## config.mk

```make
export PLATFORM = sky130hd
export DESIGN_NAME = uart_rx_deframer
export DESIGN_NICKNAME = d
export VERILOG_FILES = /design/src/rtl/uart_rx_pkg.sv /design/src/rtl/rx_line_sync.sv /design/src/rtl/rx_tick_counter.sv /design/src/rtl/rx_frame_check.sv /design/src/rtl/uart_rx_deframer.sv
export SDC_FILE = /design/constraint.sdc
export NUM_CORES = 1
export LEC_CHECK = 0
export BUFFER_PORTS_ARGS = -buffer_cell sky130_fd_sc_hd__buf_4
export CAP_MARGIN = 15
export CORE_UTILIZATION = 62
export DETAILED_ROUTE_END_ITERATION = 16
export PLACE_DENSITY = 0.84
export SYNTH_ARGS = -nofsm -noshare
export SYNTH_HDL_FRONTEND = slang
export SYNTH_SLANG_ARGS = --single-unit
```

## constraint.sdc

```tcl
create_clock -name clk -period 3 [get_ports clk]
set_input_delay 0.3 -clock clk [delete_from_list [all_inputs] [get_ports clk]]
set_output_delay 0.3 -clock clk [all_outputs]
set_load 0.05 [all_outputs]
```

## src/rtl/uart_rx_pkg.sv

```systemverilog
package uart_rx_pkg;

  typedef enum logic [2:0] {
    ST_IDLE,
    ST_START,
    ST_DATA,
    ST_PAR,
    ST_STOP,
    ST_BRKW
  } rx_state_e;

  typedef struct packed {
    logic       force_par;
    logic       par_sel;
    logic       par_en;
    logic [1:0] len;
  } rx_cfg_t;

  function automatic rx_cfg_t decode_ctl(input logic [7:0] ctl);
    rx_cfg_t c;
    c.len       = ctl[1:0];
    c.par_en    = ctl[3];
    c.par_sel   = ctl[4];
    c.force_par = ctl[5];
    return c;
  endfunction

  // Index of the last data bit: 4..7
  function automatic logic [2:0] last_bit(input logic [1:0] len);
    return 3'd4 + {1'b0, len};
  endfunction

  // Parity value the line must carry for a given character
  function automatic logic want_parity(input logic [7:0] d, input rx_cfg_t c);
    if (c.force_par) return ~c.par_sel;
    if (c.par_sel)   return ^d;
    return ~(^d);
  endfunction

endpackage

```

## src/rtl/rx_line_sync.sv

```systemverilog
module rx_line_sync #(
  parameter int STAGES = 2
) (
  input  logic clk,
  input  logic rst_n,
  input  logic din,
  output logic dout
);
  logic [STAGES-1:0] pipe_q;

  generate
    for (genvar g = 0; g < STAGES; g++) begin : g_stage
      if (g == 0) begin : g_first
        always_ff @(posedge clk or negedge rst_n) begin
          if (!rst_n) pipe_q[0] <= 1'b1;
          else        pipe_q[0] <= din;
        end
      end else begin : g_next
        always_ff @(posedge clk or negedge rst_n) begin
          if (!rst_n) pipe_q[g] <= 1'b1;
          else        pipe_q[g] <= pipe_q[g-1];
        end
      end
    end
  endgenerate

  assign dout = pipe_q[STAGES-1];
endmodule

```

## src/rtl/rx_tick_counter.sv

```systemverilog
module rx_tick_counter #(
  parameter int OVERSAMPLE = 16
) (
  input  logic clk,
  input  logic rst_n,
  input  logic tick,
  input  logic clr,
  output logic at_half,
  output logic at_full
);
  localparam int CNT_W = $clog2(OVERSAMPLE);
  localparam logic [CNT_W-1:0] HALF_M1 = CNT_W'(OVERSAMPLE / 2 - 1);
  localparam logic [CNT_W-1:0] FULL_M1 = CNT_W'(OVERSAMPLE - 1);

  logic [CNT_W-1:0] cnt_q, cnt_d;

  assign at_half = tick && (cnt_q == HALF_M1);
  assign at_full = tick && (cnt_q == FULL_M1);

  always_comb begin
    cnt_d = cnt_q;
    if (clr)          cnt_d = '0;
    else if (at_full) cnt_d = '0;
    else if (tick)    cnt_d = cnt_q + 1'b1;
  end

  always_ff @(posedge clk or negedge rst_n) begin
    if (!rst_n) cnt_q <= '0;
    else        cnt_q <= cnt_d;
  end
endmodule

```

## src/rtl/rx_frame_check.sv

```systemverilog
module rx_frame_check
  import uart_rx_pkg::*;
(
  input  rx_cfg_t    cfg,
  input  logic [7:0] data,
  input  logic       par_bit,
  input  logic       stop_bit,
  output logic       par_bad,
  output logic       frm_bad,
  output logic       brk
);
  always_comb begin
    par_bad = cfg.par_en && (par_bit != want_parity(data, cfg));
    frm_bad = ~stop_bit;
    brk     = (data == 8'h00) && ~stop_bit && (~cfg.par_en || ~par_bit);
  end
endmodule

```

## src/rtl/uart_rx_deframer.sv

```systemverilog
module uart_rx_deframer
  import uart_rx_pkg::*;
#(
  parameter int OVERSAMPLE  = 16,
  parameter int SYNC_STAGES = 2
) (
  input  logic       clk,
  input  logic       rst_n,
  input  logic       tick,
  input  logic       rx_in,
  input  logic [7:0] line_ctl,
  output logic [7:0] rx_data,
  output logic       rx_valid,
  output logic       parity_err,
  output logic       frame_err,
  output logic       break_det
);
  rx_state_e  state_q, state_d;
  rx_cfg_t    cfg_q, cfg_d;
  logic [7:0] shreg_q, shreg_d;
  logic [2:0] bidx_q, bidx_d;
  logic       par_q, par_d;
  logic [7:0] data_q, data_d;
  logic       valid_q, valid_d;
  logic       pe_q, pe_d, fe_q, fe_d, bk_q, bk_d;

  logic rx_s, at_half, at_full, cnt_clr;
  logic chk_pe, chk_fe, chk_bk;

  rx_line_sync #(.STAGES(SYNC_STAGES)) i_sync (
    .clk(clk), .rst_n(rst_n), .din(rx_in), .dout(rx_s)
  );

  rx_tick_counter #(.OVERSAMPLE(OVERSAMPLE)) i_cnt (
    .clk(clk), .rst_n(rst_n), .tick(tick), .clr(cnt_clr),
    .at_half(at_half), .at_full(at_full)
  );

  rx_frame_check i_chk (
    .cfg(cfg_q), .data(shreg_q), .par_bit(par_q), .stop_bit(rx_s),
    .par_bad(chk_pe), .frm_bad(chk_fe), .brk(chk_bk)
  );

  assign cnt_clr = (state_q == ST_IDLE) || (state_q == ST_BRKW) ||
                   ((state_q == ST_START) && at_half);

  always_comb begin
    state_d = state_q;
    cfg_d   = cfg_q;
    shreg_d = shreg_q;
    bidx_d  = bidx_q;
    par_d   = par_q;
    data_d  = data_q;
    valid_d = 1'b0;
    pe_d    = 1'b0;
    fe_d    = 1'b0;
    bk_d    = 1'b0;
    unique case (state_q)
      ST_IDLE: begin
        if (tick && !rx_s) begin
          state_d = ST_START;
          cfg_d   = decode_ctl(line_ctl);
          shreg_d = '0;
          bidx_d  = '0;
          par_d   = 1'b0;
        end
      end
      ST_START: begin
        if (at_half) state_d = rx_s ? ST_IDLE : ST_DATA;
      end
      ST_DATA: begin
        if (at_full) begin
          shreg_d[bidx_q] = rx_s;
          bidx_d          = bidx_q + 1'b1;
          if (bidx_q == last_bit(cfg_q.len))
            state_d = cfg_q.par_en ? ST_PAR : ST_STOP;
        end
      end
      ST_PAR: begin
        if (at_full) begin
          par_d   = rx_s;
          state_d = ST_STOP;
        end
      end
      ST_STOP: begin
        if (at_full) begin
          data_d  = shreg_q;
          valid_d = 1'b1;
          pe_d    = chk_pe;
          fe_d    = chk_fe;
          bk_d    = chk_bk;
          state_d = chk_bk ? ST_BRKW : ST_IDLE;
        end
      end
      ST_BRKW: begin
        if (rx_s) state_d = ST_IDLE;
      end
      default: state_d = ST_IDLE;
    endcase
  end

  always_ff @(posedge clk or negedge rst_n) begin
    if (!rst_n) begin
      state_q <= ST_IDLE;
      cfg_q   <= '0;
      shreg_q <= '0;
      bidx_q  <= '0;
      par_q   <= 1'b0;
      data_q  <= '0;
      valid_q <= 1'b0;
      pe_q    <= 1'b0;
      fe_q    <= 1'b0;
      bk_q    <= 1'b0;
    end else begin
      state_q <= state_d;
      cfg_q   <= cfg_d;
      shreg_q <= shreg_d;
      bidx_q  <= bidx_d;
      par_q   <= par_d;
      data_q  <= data_d;
      valid_q <= valid_d;
      pe_q    <= pe_d;
      fe_q    <= fe_d;
      bk_q    <= bk_d;
    end
  end

  assign rx_data    = data_q;
  assign rx_valid   = valid_q;
  assign parity_err = pe_q;
  assign frame_err  = fe_q;
  assign break_det  = bk_q;
endmodule

```

==> summary.txt <==
Setup path
  • Crit path launch type: flip-flop
  • Cell family with most CP delay: simple AND/OR/NAND/NOR gates
  • CP max-delay cell: dfrtp_1
  • Worst endpoint required time: 3.22 ns
  • Worst Path Max Fanout: 19
  • CP Capture Type: flip-flop
  • Critical path type: reg2reg
  • CP bufs+invs: 0
  • Crit path DAT: ~2.2 ns
  • Cells along the critical path: nor2_1, nand3_1, o41ai_1
  • CP max stage delay: 0.59 ns

Floorplan
  • Die height: about 60 um
  • Starting density of the core: 0.673
  • Die Wd: 60.3 um
  • CORE AREA: between 3000 and 4000 um^2
  • Rows: 20
  • Die area: around 3600 um^2
  • Io pins: 24

Synthesis
  • Yosys top cell by area: dfrtp_1
  • Synth Flop Type: dfrtp_1
  • Post-Synth Simple-Gate Area: 0.183
  • Compound-cell area share of the yosys netlist: 0.141
  • Asr flop ratio synth: 1.00
  • FF+latch count, synth: 38
  • Commonest cells post-synth: dfrtp_1, nand2_1, o21ai_0
  • Syn Inst Count: 197
  • Avg Inst Size Synth: 10.7 um^2
  • Sequential-to-total area share from yosys stat: 0.453
  • Unique cell type count in the Yosys netlist: 52
  • Multiplexer area fraction after synthesis: 0.0719
  • Post-Syn Area: around 2100 um^2
  • Synth warn: 0
  • Largest family of logic cells by synthesized area: simple AND/OR/NAND/NOR gates
  • Post-synth EDFFs: 0
  • Synth top area cells: dfrtp_1, mux2i_1, ha_1, nand2_1, o21ai_0
  • Synth Area in Adders: 0.0357
  • Yosys top cell area share: 0.428
  • Net count after synthesis: between 200 and 250
  • Xor/xnor share of the synthesized area: 0.0333
  • Count leader, synth: dfrtp_1

STA
  • RSZ-0062 raised after global routing: no
  • Fin Setup TNS: 0 ns
  • Worst Tran Pin Value: ~0.54 ns
  • Max Slew Vio Count: 0
  • Clock skew: 0.00692 ns
  • Min setup slack post-route: 0.986 ns
  • Final setup viols: 0
  • Final min period: 2.01 ns
  • Endpoints failing hold: 0
  • Max_slew headroom: 0.632
  • Highest Clock Rate: 0.496 GHz
  • Period utilization: 0.671

Route
  • Via count: 1557
  • DRT Pass-1 Iters: 4
  • Wire per inst: around 15 um
  • Drc violations: 0
  • WL final: ~3900 um
  • Initial DRC count: between 70 and 80
  • Via density per instance: 6.08
  • ANT nets after route: 0

Place
  • RePlAce Congestion: 0.872
  • Placed Area: 2180 um^2
  • Dpl ws: 1.04 ns
  • Dpl cells: around 250
  • DP HPWL: 2790 um
  • Number of buffers inserted by port buffering: 20

GRT
  • Vias in the first global route: roughly 1400
  • Initial antenna violation count: 0
  • Gr usage total: 0.241
  • Total gr overflow: 0
  • Largest net degree at the start of global routing: 39
  • First-pass GRT wire length: about 6300 um

Final layout
  • Share of cells above drive strength 1: 0.208
  • Multi-input logic area: ~980 um^2
  • Post-route cell area: around 2300 um^2
  • Fillcell total: ~230
  • Area delta synth->final: 7.13%
  • Post-layout net count: between 200 and 250
  • Final instance count without filler cells: between 200 and 300
  • Register area: ~950 um^2
  • Diodes inserted: 0

Clock tree
  • Total CTS buffers: 5
  • Htree depth: 2
  • Clock insertion delay at the later pin of the skew report: about 0.35 ns
  • Clock tree buffer depth: 2
  • Worst-path clk slew: approximately 0.11 ns
  • CTS tree: built
  • Sink Count: 38
  • Post-CTS Setup Inserts: 0
  • Root Buffer: clkbuf_4

Run
  • MaxCap Viol Count: 0

Power
  • Pwr Total: roughly 0.0013 W
  • Leakage power figure: between 0.9 and 1 nW
  • Pwr/cell area: 577 nW/um^2
  • Peak VDD IR: roughly 420 uV

Worst hold path
  • Hold crit path type: in2reg

Outcome
  • Status: complete, no violations
## metrics by stage
stage	utilization	hold WS, ns
final	0.721	0.0446
after global routing	0.721	0.0255
after CTS	0.721	0.0331
after detailed placement	0.698	0.286
after global placement	0.698	0.277
after floorplan	-	0.00441
## power by group
group | internal (W) | switching [W]
sequential | 0.000574 | 0.000110
combinational | 0.000155 | 0.000185
clock | 0.000114 | 0.000164
total | 0.000842 | 0.000458
## state kept, by name, indices dropped and copies added, names as in the netlist, 3 cells and up
name	cells
bidx_q	3
cfg_q	5
i_cnt.cnt_q	4
rx_data	8
shreg_q	8
state_q	3
## layout by cell type (no fill, tap or decap), drive strengths merged, types with 2 or more instances in the layout
cell type / instances
a211oi: 3
a21oi: 3
a41oi: 2
and3: 3
buf: 20
clkbuf: 7
dfrtp: 36
dfstp: 2
ha: 6
inv: 13
mux2: 6
mux2i: 8
nand2: 20
nand2b: 2
nand3: 8
nand4: 3
nor2: 10
nor2b: 3
nor3: 3
nor4: 2
nor4b: 2
o21ai: 15
o311ai: 4
o41ai: 4
xnor2: 7
## final cells by class
class / count / share of cell area
well taps: 44 / 0.0244
flip-flops and latches: 38 / 0.423
clock inverters: 1 / 0.00222
inverters: 13 / 0.0216
clock buffers: 7 / 0.0244
multi-input cells: 132 / 0.433
repair buffers: 21 / 0.0710
## routing by layer
metal,track usage,up-vias,part of all wire
met2,0.402,57,0.50
li1,-,740,-
met3,0.0693,10,0.057
met4,0.113,0,0.024
met5,0,-,0
met1,0.283,750,0.42
## final timing paths
path | startpoint | to | slack (ns) | cells past startpoint
setup / recovery | state_q[2]$_DFFE_PN0P_ | shreg_q[7]$_DFFE_PN0P_ | 0.99 | 3
hold / removal | rx_in | i_sync.pipe_q[0]$_DFF_PN1_ | 0.04 | 1
setup reg to reg | state_q[2]$_DFFE_PN0P_ | shreg_q[7]$_DFFE_PN0P_ | 0.99 | 3
hold reg to reg | i_sync.pipe_q[0]$_DFF_PN1_ | i_sync.dout$_DFF_PN1_ | 0.36 | 0
max in group asynchronous | rst_n | i_sync.dout$_DFF_PN1_ | 2.21 | 2
min in group asynchronous | rst_n | rx_data[2]$_DFFE_PN0P_ | 0.44 | 2
## cell families after synthesis
group / Yosys count
simple gates: 63
compound gates: 41
flops: 38
buf+inv: 27
mux: 14
xor+xnor: 8
fa+ha+maj: 6
## repair_timing
item / 4_1_cts / 5_1_grt
hold endpoints to repair: 36 / 0
hold buffers: 1 / 0
resized for setup: 0 / 0
setup endpoints to repair: 0 / 0
(Power assumes the default switching activity.)
